<file path="src/rtl/dspi_pkg.sv">
package dspi_pkg;

    typedef enum logic {
        PATH_CFG  = 1'b0,
        PATH_DATA = 1'b1
    } path_e;

    typedef struct packed {
        logic cs_n;
        logic sck;
        logic sel;
        logic si;
    } spi_pins_t;

    localparam int PIN_W = 4;
    localparam logic [PIN_W-1:0] PIN_IDLE = 4'b1000;

    function automatic path_e sel_to_path(input logic sel);
        return sel ? PATH_DATA : PATH_CFG;
    endfunction

endpackage

</file>
<file path="src/rtl/dspi_sync.sv">
module dspi_sync #(
    parameter int W = 4,
    parameter int STAGES = 2,
    parameter logic [W-1:0] RST_VAL = '0
) (
    input  logic         clk,
    input  logic         rst,
    input  logic [W-1:0] d,
    output logic [W-1:0] q
);
    logic [W-1:0] stage_q [STAGES];

    always_ff @(posedge clk) begin
        if (rst) begin
            for (int i = 0; i < STAGES; i++) stage_q[i] <= RST_VAL;
        end else begin
            stage_q[0] <= d;
            for (int i = 1; i < STAGES; i++) stage_q[i] <= stage_q[i-1];
        end
    end

    assign q = stage_q[STAGES-1];
endmodule

</file>
<file path="src/rtl/dspi_shift.sv">
module dspi_shift
    import dspi_pkg::*;
#(
    parameter int NCH = 8
) (
    input  logic           clk,
    input  logic           rst,
    input  spi_pins_t      pins,
    input  logic [NCH-1:0] chan,
    output logic           so,
    output logic           so_oe,
    output logic [NCH:0]   cfg_q,
    output logic           cfg_written
);
    localparam int CFG_W = NCH + 1;
    localparam int CNT_W = $clog2(CFG_W + 1);
    localparam logic [CNT_W-1:0] CNT_FULL = CNT_W'(CFG_W);

    logic             cs_d, sck_d, active;
    path_e            path_q;
    logic [NCH-1:0]   dat_sh, snap;
    logic [CFG_W-1:0] cfg_sh;
    logic [CNT_W-1:0] cnt;
    logic             cs_fall, cs_rise, sck_rise, sck_fall;

    assign cs_fall  = cs_d & ~pins.cs_n;
    assign cs_rise  = ~cs_d & pins.cs_n;
    assign sck_rise = ~sck_d & pins.sck;
    assign sck_fall = sck_d & ~pins.sck;
    // self-test substitutes the mode bits for the channel inputs
    assign snap     = cfg_q[NCH] ? cfg_q[NCH-1:0] : chan;

    always_ff @(posedge clk) begin
        if (rst) begin
            cs_d        <= 1'b1;
            sck_d       <= 1'b0;
            active      <= 1'b0;
            path_q      <= PATH_CFG;
            dat_sh      <= '0;
            cfg_sh      <= '0;
            cnt         <= '0;
            cfg_q       <= '0;
            cfg_written <= 1'b0;
            so          <= 1'b0;
            so_oe       <= 1'b0;
        end else begin
            cs_d  <= pins.cs_n;
            sck_d <= pins.sck;
            if (cs_fall) begin
                active <= 1'b1;
                so_oe  <= 1'b1;
                path_q <= sel_to_path(pins.sel);
                dat_sh <= snap;
                cfg_sh <= cfg_q;
                cnt    <= '0;
                so     <= pins.sel ? snap[NCH-1] : cfg_q[NCH];
            end else if (cs_rise) begin
                active <= 1'b0;
                so_oe  <= 1'b0;
                so     <= 1'b0;
                if (path_q == PATH_CFG && cnt == CNT_FULL) begin
                    cfg_q       <= cfg_sh;
                    cfg_written <= 1'b1;
                end
            end else if (active) begin
                if (sck_rise) begin
                    if (path_q == PATH_DATA) dat_sh <= {dat_sh[NCH-2:0], pins.si};
                    else                     cfg_sh <= {cfg_sh[CFG_W-2:0], pins.si};
                    if (cnt != CNT_FULL) cnt <= cnt + 1'b1;
                end else if (sck_fall) begin
                    so <= (path_q == PATH_DATA) ? dat_sh[NCH-1] : cfg_sh[CFG_W-1];
                end
            end
        end
    end


    cfg_hold_chk: assert property (@(posedge clk) disable iff (rst)
        !cs_rise |=> $stable(cfg_q));

    short_write_chk: assert property (@(posedge clk) disable iff (rst)
        (cs_rise && cnt != CNT_FULL) |=> $stable(cfg_q));

    cnt_bound_chk: assert property (@(posedge clk) disable iff (rst)
        cnt <= CNT_FULL);

    oe_on_chk: assert property (@(posedge clk) disable iff (rst)
        cs_fall |=> so_oe);

    oe_off_chk: assert property (@(posedge clk) disable iff (rst)
        cs_rise |=> (!so_oe && !so));
endmodule

</file>
<file path="src/rtl/dspi_switch.sv">
module dspi_switch #(
    parameter int NCH = 8
) (
    input  logic           clk,
    input  logic           rst,
    input  logic [NCH-1:0] mode,
    input  logic           armed,
    output logic [NCH-1:0] pu_en,
    output logic [NCH-1:0] pd_en
);
    for (genvar n = 0; n < NCH; n++) begin : g_chan
        assign pu_en[n] = armed &  mode[n];
        assign pd_en[n] = armed & ~mode[n];
    end


    sw_excl_chk: assert property (@(posedge clk) disable iff (rst)
        (pu_en & pd_en) == '0);

    sw_idle_chk: assert property (@(posedge clk) disable iff (rst)
        !armed |-> (pu_en == '0 && pd_en == '0));
endmodule

</file>
<file path="src/rtl/discrete_spi_regs.sv">
module discrete_spi_regs
    import dspi_pkg::*;
#(
    parameter int NCH = 8,
    parameter int SYNC_STAGES = 2
) (
    input  logic           clk,
    input  logic           rst,
    input  logic           cs_n,
    input  logic           sck,
    input  logic           sel,
    input  logic           si,
    input  logic [NCH-1:0] chan_in,
    output logic           so,
    output logic           so_oe,
    output logic [NCH-1:0] pu_en,
    output logic [NCH-1:0] pd_en,
    output logic           test_en
);
    spi_pins_t      pins_raw, pins_s;
    logic [NCH-1:0] chan_s;
    logic [NCH:0]   cfg_q;
    logic           cfg_written;

    assign pins_raw = '{cs_n: cs_n, sck: sck, sel: sel, si: si};

    dspi_sync #(.W(PIN_W), .STAGES(SYNC_STAGES), .RST_VAL(PIN_IDLE)) pin_sync_i (
        .clk(clk), .rst(rst), .d(pins_raw), .q(pins_s)
    );

    dspi_sync #(.W(NCH), .STAGES(SYNC_STAGES), .RST_VAL('0)) chan_sync_i (
        .clk(clk), .rst(rst), .d(chan_in), .q(chan_s)
    );

    dspi_shift #(.NCH(NCH)) shift_i (
        .clk(clk), .rst(rst), .pins(pins_s), .chan(chan_s),
        .so(so), .so_oe(so_oe), .cfg_q(cfg_q), .cfg_written(cfg_written)
    );

    dspi_switch #(.NCH(NCH)) switch_i (
        .clk(clk), .rst(rst), .mode(cfg_q[NCH-1:0]), .armed(cfg_written),
        .pu_en(pu_en), .pd_en(pd_en)
    );

    assign test_en = cfg_q[NCH];


    so_quiet_chk: assert property (@(posedge clk) disable iff (rst)
        !so_oe |-> !so);
endmodule

</file>
<file path="config.mk">
export PLATFORM = sky130hd
export DESIGN_NAME = discrete_spi_regs
export DESIGN_NICKNAME = d
export VERILOG_FILES = /design/src/rtl/dspi_pkg.sv /design/src/rtl/dspi_sync.sv /design/src/rtl/dspi_shift.sv /design/src/rtl/dspi_switch.sv /design/src/rtl/discrete_spi_regs.sv
export SDC_FILE = /design/constraint.sdc
export NUM_CORES = 1
export LEC_CHECK = 0
export BUFFER_PORTS_ARGS = -buffer_cell sky130_fd_sc_hd__buf_2
export CAP_MARGIN = 30
export CORE_MARGIN = 1.5
export CORE_UTILIZATION = 35
export DETAILED_ROUTE_END_ITERATION = 10
export PLACE_DENSITY_LB_ADDON = 0.3
export SLEW_MARGIN = 30
export SYNTH_ARGS = -nofsm -noshare
export SYNTH_HDL_FRONTEND = slang
export SYNTH_HIERARCHICAL = 1
export SYNTH_SLANG_ARGS = --single-unit
</file>
<file path="constraint.sdc">
create_clock -name clk -period 2.3 [get_ports clk]
set_input_delay 0.46 -clock clk [delete_from_list [all_inputs] [get_ports clk]]
set_output_delay 0.46 -clock clk [all_outputs]
set_load 0.02 [all_outputs]
</file>
; ---- After elaboration in Yosys (flattened, before gate mapping)
; Memories as Yosys holds them, arrays and structs flattened.
; Index checks and enable logic that the tools add are counted.
[classes]
add_sub_neg = 1
multipliers = 0
n_div = 0
magnitude_cmp = 0
eq_ne = 5
shift = 0
mux = 28
n_bitwise = 39
reduce_logical = 13
[op_table]
columns = operator, count
row1 = $mux 8, 8
row2 = $mux 9, 5
row3 = $and 1x1->1, 20
row4 = $not 1->1, 15
row5 = $mux 1, 13
row6 = $reduce_and 4->1, 3
row7 = $mux 4, 2
row8 = $reduce_bool 2->1, 4
row9 = $reduce_and 3->1, 2
row10 = $reduce_bool 3->1, 2
row11 = $add 4x1->4 const B, 1
row12 = $eq 4x4->1 const B, 1
row13 = $ne 4x4->1 const B, 1
row14 = $or 1x1->1, 4
row15 = $ne 3x1->1 const B, 1
row16 = $ne 2x1->1 const B, 1
row17 = $ne 2x2->1 const B, 1
row18 = $reduce_or 2->1, 1
row19 = $logic_and 1x1->1, 1
[word_totals]
ff_bits = 36
latchBits = 0
mem_bits_rw = 24
rom_bits = 0
in_bits = 14
output_inout_bits = 19
word_cells = 98
mem_count = 2
[memory_table]
columns = name, words, word_bits, read_ports, rd_clocked_by_memory_dff, write_ports, line
row1 = chan_sync_i.stage_q, 2, 8, 2, 0, 2, dspi_sync.sv:11  ; logic [W-1:0] stage_q [STAGES];
row2 = pin_sync_i.stage_q, 2, 4, 2, 0, 2, dspi_sync.sv:11

; ---- Logic depth before layout (Yosys ltp)
; Gate-level depths: netlist of the first run.
[logic_depth]
word_depth = 7
ltp_mapped = 10
mapped_depth_nobuf = 6

; ---- Hierarchy
; Netlist of the first run, hierarchy kept.
[modules_own_cells]
columns = mod, instances, cells_per_inst, area_each_um2, seq_area_each_um2
row1 = dspi_shift, 1, 185, 1699.1, 720.7
row2 = dspi_sync at chan_sync_i, 1, 41, 524.3, 320.3
row3 = dspi_sync at pin_sync_i, 1, 20, 240.2, 160.2
row4 = dspi_switch, 1, 17, 110.1, 0.0

; ---- Worst setup path after synthesis of the first run
; No wires, ideal clock.
[synth_timing]
kind = reg2reg
startpoint = mem pin_sync_i.stage_q[1][3] (netlist: pin_sync_i/stage_q[0][7])
endpoint = reg shift_i.cfg_q[8]
setup_time_ns = 0.128
arrival_ns = 1.769
required_ns = 2.172
path_slack_ns = 0.403
path_stages_with_launch = 11
n_path_buf = 4
synth_period_minus_slack_ns = 1.897
cell_sequence = dfxtp_1 -> buf_4 -> inv_1 -> ha_1 -> buf_6 -> or2_1 -> buf_6 -> or3_1 -> buf_6 -> mux2i_1 -> nor2_1
[synth_rtl]
columns = item, line
row1 = start: declaration, dspi_sync.sv:11
row2 = end signal: assignment, dspi_shift.sv:62  ; cfg_q <= cfg_sh;
row3 = end: declaration, dspi_shift.sv:12  ; output logic [NCH:0] cfg_q,

==> results of run 1 <==
-- per-layer routing --
layer	share of wire, %	wire (um)	up-vias	global-route usage, %
met5	0	0	-	0
met4	1.4	63	0	5.97
met3	4.2	194	7	4.66
met2	45	2110	32	18.9
met1	49	2280	836	17.0
li1	-	-	929	-
-- Yosys cell counts --
cell	instances
a211o_1	1
or3_1	2
inv_1	6
xor2_1	3
and2_1	8
nand2b_1	2
and2b_2	6
a311oi_1	1
clkbuf_1	6
nand4_1	1
buf_2	3
and2b_1	2
or2_1	3
buf_6	4
a21boi_0	1
a211oi_1	10
o21ai_0	9
and4bb_2	1
a2111oi_0	1
o31ai_1	8
ha_1	5
nand3_1	1
nand2_1	9
o21bai_1	1
and3b_1	1
clkinv_1	1
dfxtp_1	60
mux2i_1	21
buf_1	1
nor2_1	22
and3_1	1
nor3_1	4
a21oi_1	4
nand3b_1	9
buf_4	13
o22ai_1	7
or2_2	1
nor2b_1	17
nor2b_2	7
-- kinds of logic after synthesis --
logic type,share of synthesized area [%]
AND/OR/NAND/NOR,22.5
flip-flops,46.7
AO/OA/AOI/OAI,11.1
buffers and inverters,8.17
multiplexers,8.17
adder cells (fa/ha/maj),2.43
XOR/XNOR,1.02
-- final timing paths --
kind,from,end,slack (ps)
worst max-delay path,pin_sync_i/stage_q[0][7]$_SDFF_PP1_,shift_i/cfg_q[6]$_SDFFE_PP0P_,350
worst min register to register,pin_sync_i/stage_q[0][3]$_SDFF_PP1_,pin_sync_i/stage_q[0][7]$_SDFF_PP1_,410
worst min-delay path,cs_n,pin_sync_i/stage_q[0][3]$_SDFF_PP1_,320
worst max register to register,pin_sync_i/stage_q[0][7]$_SDFF_PP1_,shift_i/cfg_q[6]$_SDFFE_PP0P_,350
-- state kept, by name (all words and copies together), names as in the netlist --
signal               count
shift_i/sck_d            1
shift_i/dat_sh           8
shift_i/path_q           1
shift_i/cfg_sh           9
pin_sync_i/stage_q       8
shift_i/so               1
shift_i/active           1
chan_sync_i/stage_q     16
shift_i/cnt              4
shift_i/cs_d             1
shift_i/cfg_q            9
shift_i/cfg_written      1
-- critical path: stages, from the launching register on --
cell and delay (ps):
dfxtp_1 340, inv_1 60, ha_1 200, or2_1 310, or3_1 620, mux2i_1 250, nor2_1 60
-- cells in the final DEF, fill, tap and decap left out, drive strengths merged, types with 9 or more instances in the layout --
| cell type | instances |
|---|---|
| nand2 | 9 |
| nor2 | 22 |
| dfxtp | 60 |
| o21ai | 9 |
| clkbuf | 13 |
| nand3b | 9 |
| nor2b | 24 |
| buf | 38 |
| a211oi | 10 |
| mux2i | 21 |
-- layout make-up --
| type | count | share of cell area, % |
|---|---|---|
| timing repair buffer | 38 | 7.51 |
| inverter | 7 | 0.906 |
| clock buffer | 13 | 5.48 |
| sequential | 60 | 41.4 |
| clock inverter | 2 | 0.345 |
| tap | 99 | 4.27 |
| multi-input combinational | 169 | 40.1 |
-- per-stage QoR --
stage / setup slack (ps) / hold slack (ps) / cells / utilization (%) / cell area, sq um
after floorplan: 403 / 383 / 263 / - / 2570
after global placement: 400 / 407 / 373 / 38.1 / 2730
after detailed placement: 342 / 405 / 373 / 38.1 / 2730
after CTS: 329 / 296 / 388 / 40.4 / 2900
final: 345 / 315 / 388 / 40.4 / 2900
after global routing: 215 / 306 / 388 / 40.4 / 2900
-- power by group --
| part | leakage, nW | internal (W) | switching [W] |
|---|---|---|---|
| sequential | 0.489 | 0.00107 | 0.0000104 |
| combinational | 0.629 | 0.0000481 | 0.0000519 |
| clock | 0.0893 | 0.000441 | 0.000374 |
==> metrics.md, run 1 <==
| Metric | Value |
|---|---|
| Status | `complete, no violations` |
| Syn Inst Count | `263` |
| Post-DR vias/cell | `4.65` |
| Synth Register Bits | `60` |
| Setup crit end kind | `flip-flop` |
| Maxcap violations | `0` |
| VDD IR max | `303 uV` |
| Reg2reg path depth | `6` |
| Number of global-route vias before repair | `between 1500 and 2000` |
| Initial antenna violation count | `0` |
| CTS HTree Levels | `3` |
| Required time worst endpoint | `approximately 2500 ps` |
| Area leader, netlist | `dfxtp_1` |
| Area Overhead vs Synth | `12.7%` |
| YS warnings | `6` |
| Worst Setup Path Type | `flip-flop to flip-flop` |
| Remaining DRCs | `0` |
| Final setup viols | `0` |
| RSZ-0062 raised after global routing | `false` |
| Core box area | `7180 sq um` |
| Clock Path Buffers | `2` |
| Count of input and output buffers | `32` |
| TritonCTS buffer count | `9` |
| Height of the die | `88.8 um` |
| Net count of the mapped netlist | `282` |
| Clk pin slew, worst setup/hold paths | `60 ps` |
| GPL Wtd Cong | `0.743` |
| Setup TNS | `0 ps` |
| TritonCTS clock tree | `built` |
| Ant diodes | `0` |
| First-pass GRT wire length | `7.62 mm` |
| Share of layout cells above drive strength 1 | `a little under a quarter` |
| Clk_lat worst skew | `between 300 and 400 ps` |
| Die Span X | `88.8 um` |
| Vias | `approximately 1800` |
| Largest net degree at the start of global routing | `41` |
| GRT Util Overall | `12.9%` |
| Mapped Area | `around 2600 sq um` |
| Final Max Tran Viols | `0` |
| Worst-margin pin slew | `~610 ps` |
| Final Hold Vio Count | `0` |
| Floorplan row count | `31` |
| Root Driver | `clkbuf_8` |
| Top cells by area, synth | `dfxtp_1, mux2i_1, nor2b_1` |
| Arr. time, crit path | `2180 ps` |
| Clock Skew | `7.30 ps` |
| Power Total | `~0.0020 W` |
| WL/cell | `12.0 um` |
| Antenna viol nets, final | `0` |
| Post-CTS Resized | `0` |
| DP HPWL | `3.17 mm` |
| Worst-path maximum fanout | `10` |
| Hold buffers post-CTS | `0` |
| I/O pin count | `33` |
| Mean Syn Cell Area | `9.79 sq um` |
| GRT overflow | `0` |
| Fmax | `a little over 500 MHz` |
| Clk sinks | `60` |
| Fin crit share | `85.0%` |
| Sequential-to-total area share from yosys stat | `46.7%` |
| WHS Path Cells | `2` |
| Total wire length | `around 4.6 mm` |
| Fin crit period | `1950 ps` |
| Die ar. | `7880 sq um` |
| Sequential cell area | `around 1200 sq um` |
| Leakage dissipation | `1.21 nW` |
| Starting Density | `35.9%` |
| Power Density | `686 nW/um^2` |
| Library cells used by synthesis | `39` |
| Drt pass-1 iters | `4` |
| Max-slew headroom | `59.2%` |
| Worst Hold Class | `input pin to flip-flop` |
| # fillers | `roughly 730` |
| Initial DRC Count | `85` |
| Final nets | `around 300` |
| Startpoint types | `flip-flop` |
| Post-synth top area share | `46.7%` |
| Area occupied by multi-input gates | `1160 sq um` |
| Post-CTS Setup Bufs | `0` |
(Power assumes the default switching activity.)
==> run 2: changes to the inputs <==
--- a/config.mk
+++ b/config.mk
@@ -5,6 +5,7 @@
 export SDC_FILE = /design/constraint.sdc
 export NUM_CORES = 1
 export LEC_CHECK = 0
+export ABC_AREA = 1
 export BUFFER_PORTS_ARGS = -buffer_cell sky130_fd_sc_hd__buf_2
 export CAP_MARGIN = 30
 export CORE_MARGIN = 1.5
==> constraint.sdc (replaced) <==
create_clock -name clk -period 1.8 [get_ports clk]
set_input_delay 0.36 -clock clk [delete_from_list [all_inputs] [get_ports clk]]
set_output_delay 0.36 -clock clk [all_outputs]
set_load 0.02 [all_outputs]
==> run 2 against run 1 <==
Routed wire length up 17%. Via count up 29%. Clock skew is 0.66 ps lower. First-iteration DRC count is 38% higher. Critical endpoint is now test_en. Largest cell class unchanged. Highest routed layer unchanged.
==> metrics.md, run 2 <==
| Metric | Value |
|---|---|
| Post-synth ARST share | `0% (unchanged)` |
| Maxcap violations | `0 (unchanged)` |
| VDD IR max | `382 uV (was 303 uV)` |
| Clock Path Buffers | `2 (unchanged)` |
| Ant diodes | `0 (unchanged)` |
| Reg2reg start | `pin_sync_i/stage_q[0][7]$_SDFF_PP1_ (unchanged)` |
| Syn Inst Count | `426 (was 263)` |
| Net count of the mapped netlist | `445 (was 282)` |
| Dominant synthesized flop cell | `dfxtp_1 (unchanged)` |
| Final nets | `468 (was 304)` |
| Post-synth top area share | `42.0% (was 46.7%)` |
| Setup crit end kind | `output port (was flip-flop)` |
| Initial DRC Count | `117 (was 85)` |
| First-pass GRT wire length | `9.07 mm (was 7.62 mm)` |
| Worst-path maximum fanout | `16 (was 10)` |
| Starting Density | `36.6% (was 35.9%)` |
| Number of enable flip-flop cells after synthesis | `0 (unchanged)` |
| Final Hold Vio Count | `0 (unchanged)` |
| Initial antenna violation count | `0 (unchanged)` |
| Setup TNS | `0 ps (unchanged)` |
| I/O pin count | `33 (unchanged)` |
| Dpl ws | `400 ps (was 342 ps)` |
| Biggest register | `chan_sync_i/stage_q (unchanged)` |
| Post-CTS Resized | `0 (unchanged)` |
| Final Max Tran Viols | `0 (unchanged)` |
| Arr. time, crit path | `1280 ps (was 2180 ps)` |
| Hold buffers post-CTS | `0 (unchanged)` |
| Critical path's slowest cell | `dfxtp_1 (was or3_1)` |
| Antenna viol nets, final | `0 (unchanged)` |
| Sequential cell area | `1200 sq um (unchanged)` |
| Largest net degree at the start of global routing | `30 (was 41)` |
| TritonCTS buffer count | `9 (unchanged)` |
| CP Cell Sequence | `buf_2 (was inv_1 > ha_1 > or2_1 > or3_1 > mux2i_1 > nor2_1)` |
| Share of layout cells above drive strength 1 | `17.3% (was 22.8%)` |
| Total wire length | `5.43 mm (was 4.65 mm)` |
| Height of the die | `93.4 um (was 88.8 um)` |
| Core box area | `7810 sq um (was 7180 sq um)` |
| RSZ-0062 raised after global routing | `false (unchanged)` |
| YS warnings | `6 (unchanged)` |
| Final worst slack | `161 ps (was 345 ps)` |
| Area Overhead vs Synth | `10.7% (was 12.7%)` |
| Sequential-to-total area share from yosys stat | `42.0% (was 46.7%)` |
| Worst Setup Path Type | `flip-flop to output port (was flip-flop to flip-flop)` |
| Placed Cells | `540 (was 373)` |
| Clk_lat worst skew | `340 ps (was 330 ps)` |
| Count leader, synth | `nand2_1 (was dfxtp_1)` |
| CP startpoint | `shift_i/cfg_q[8]$_SDFFE_PP0P_ (was pin_sync_i/stage_q[0][7]$_SDFF_PP1_)` |
| Final setup viols | `0 (unchanged)` |
| Top cells by area, synth | `dfxtp_1, nand2_1, nor2_1 (was dfxtp_1, mux2i_1, nor2b_1)` |
| Required time worst endpoint | `1440 ps (was 2520 ps)` |
| CTS HTree Levels | `3 (unchanged)` |
| Worst Hold Class | `input pin to flip-flop (unchanged)` |
| Clk pin slew, worst setup/hold paths | `60 ps (about the same)` |
| Launch point of the worst hold path | `cs_n (unchanged)` |
| Die ar. | `8720 sq um (was 7880 sq um)` |
| Floorplan row count | `32 (was 31)` |
| Vias | `2332 (was 1804)` |
| WHS | `198 ps (was 315 ps)` |
| Max reg flops | `16 (unchanged)` |
| GRT overflow | `0 (unchanged)` |
| Clk sinks | `60 (unchanged)` |
| Most common cell after layout, fill and taps aside | `nand2_1 (was dfxtp_1)` |
| Mean Syn Cell Area | `6.71 sq um (was 9.79 sq um)` |
| Remaining DRCs | `0 (unchanged)` |
| Non-Filler Instances | `554 (was 388)` |
| Clock Skew | `6.64 ps (was 7.30 ps)` |
| Largest regs | `chan_sync_i/stage_q (16), shift_i/cfg_q (9), shift_i/cfg_sh (9) (unchanged)` |
| Fmax | `610 MHz` |
| Post-DR vias/cell | `4.21 (was 4.65)` |
| Power Density | `830 nW/um^2 (was 686 nW/um^2)` |
| Drt pass-1 iters | `4 (unchanged)` |
| CP peak stage delay | `670 ps (was 620 ps)` |
| # fillers | `840 (was 729)` |
| Area leader, netlist | `dfxtp_1 (unchanged)` |
| Worst-margin pin slew | `553 ps (was 612 ps)` |
| Multiplexer share of the synthesized area | `0% (was 8.17%)` |
| Mapped Area | `2860 sq um (was 2570 sq um)` |
| Startpoint types | `flip-flop (unchanged)` |
| Die Span X | `93.4 um (was 88.8 um)` |
| Library cells used by synthesis | `24 (was 39)` |
| CP top delay family | `flip-flops (was simple AND/OR/NAND/NOR gates)` |
| WL/cell | `9.80 um (was 12.0 um)` |
| Post-CTS Setup Bufs | `0 (unchanged)` |
| Fraction of the mapped netlist area in compound gates | `5.60% (was 11.1%)` |
| GRT Util Overall | `13.5% (was 12.9%)` |
| Count of input and output buffers | `32 (unchanged)` |
| Simple-Gate Fraction of Synth Area | `33.0% (was 22.5%)` |
| Post-DP Area | `2990 sq um (was 2730 sq um)` |
| Status | `complete, no violations (unchanged)` |
| Fin crit period | `1640 ps` |
| Largest family of logic cells by synthesized area | `simple AND/OR/NAND/NOR gates (unchanged)` |
| Crit path buffers/inverters | `1 (unchanged)` |
| Leakage dissipation | `1.64 nW (was 1.21 nW)` |
| Fin crit share | `just over 90%` |
| GPL Wtd Cong | `0.824 (was 0.743)` |
| Max-slew headroom | `63.1% (was 59.2%)` |
| Fin area | `3160 sq um (was 2900 sq um)` |
| DP HPWL | `3.80 mm (was 3.17 mm)` |
| Area occupied by multi-input gates | `1160 sq um (about the same)` |
| Number of global-route vias before repair | `2067 (was 1581)` |
| Root Driver | `clkbuf_8 (unchanged)` |
| Most frequent cells in the layout | `nand2_1, nor2_1, inv_1 (was dfxtp_1, buf_2, nor2_1)` |
| Area share of fa/ha/maj cells after synthesis | `2.19% (was 2.43%)` |
| Synth Register Bits | `60 (unchanged)` |
| XOR/XNOR share of the synthesized area | `0% (was 1.02%)` |
| Post-synth top cells | `nand2_1, nor2_1, inv_1 (was dfxtp_1, nor2_1, mux2i_1)` |
| TritonCTS clock tree | `built (unchanged)` |
run 2: cell families (layout without fill, tap and decap cells):
group,Yosys count,in the layout
DFF,60,60
buffers and inverters,102,128
and+or+nand+nor,227,227
AOI/OAI and AO/OA,32,32
adders and majority gates,5,5
run 2: area by class of cell:
cell class | instances | area share (%)
flip-flops and latches | 60 | 38.0
multi-input cells | 264 | 36.8
inverters | 77 | 9.41
repair buffers | 37 | 6.25
clock buffers | 12 | 5.22
well taps | 102 | 4.03
clock inverters | 2 | 0.316
run 2: per-layer routing:
layer  GRT usage [%]  wire length (um)  vias up
met5               0                 0        -
li1                -                 -     1274
met2            21.4              2490       34
met4            8.08               140        0
met1            16.3              2580     1012
met3            3.25               221       12
run 2: worst paths after layout:
kind | slack, ps | end | depth (start not counted)
hold reg to reg | 400 | pin_sync_i/stage_q[0][4]$_SDFF_PP0_ | 2
hold / removal | 200 | pin_sync_i/stage_q[0][3]$_SDFF_PP1_ | 3
setup reg to reg | 410 | shift_i/cfg_q[2]$_SDFFE_PP0P_ | 9
setup / recovery | 160 | test_en | 1
run 2: through the flow:
step                total power (W)  utilization [%]
global route                0.00275             40.5
finish                      0.00263             40.5
floorplan                   0.00156                -
global placement            0.00158             38.3
CTS                         0.00266             40.5
detailed placement          0.00158             38.3
run 2: report_power, final:
part / switching, W / internal, W / leakage [nW]
Sequential: 0.0000164 / 0.00137 / 0.490
Clock: 0.000485 / 0.000591 / 0.0941
Combinational: 0.000107 / 0.0000591 / 1.05
Total: 0.000608 / 0.00202 / 1.64
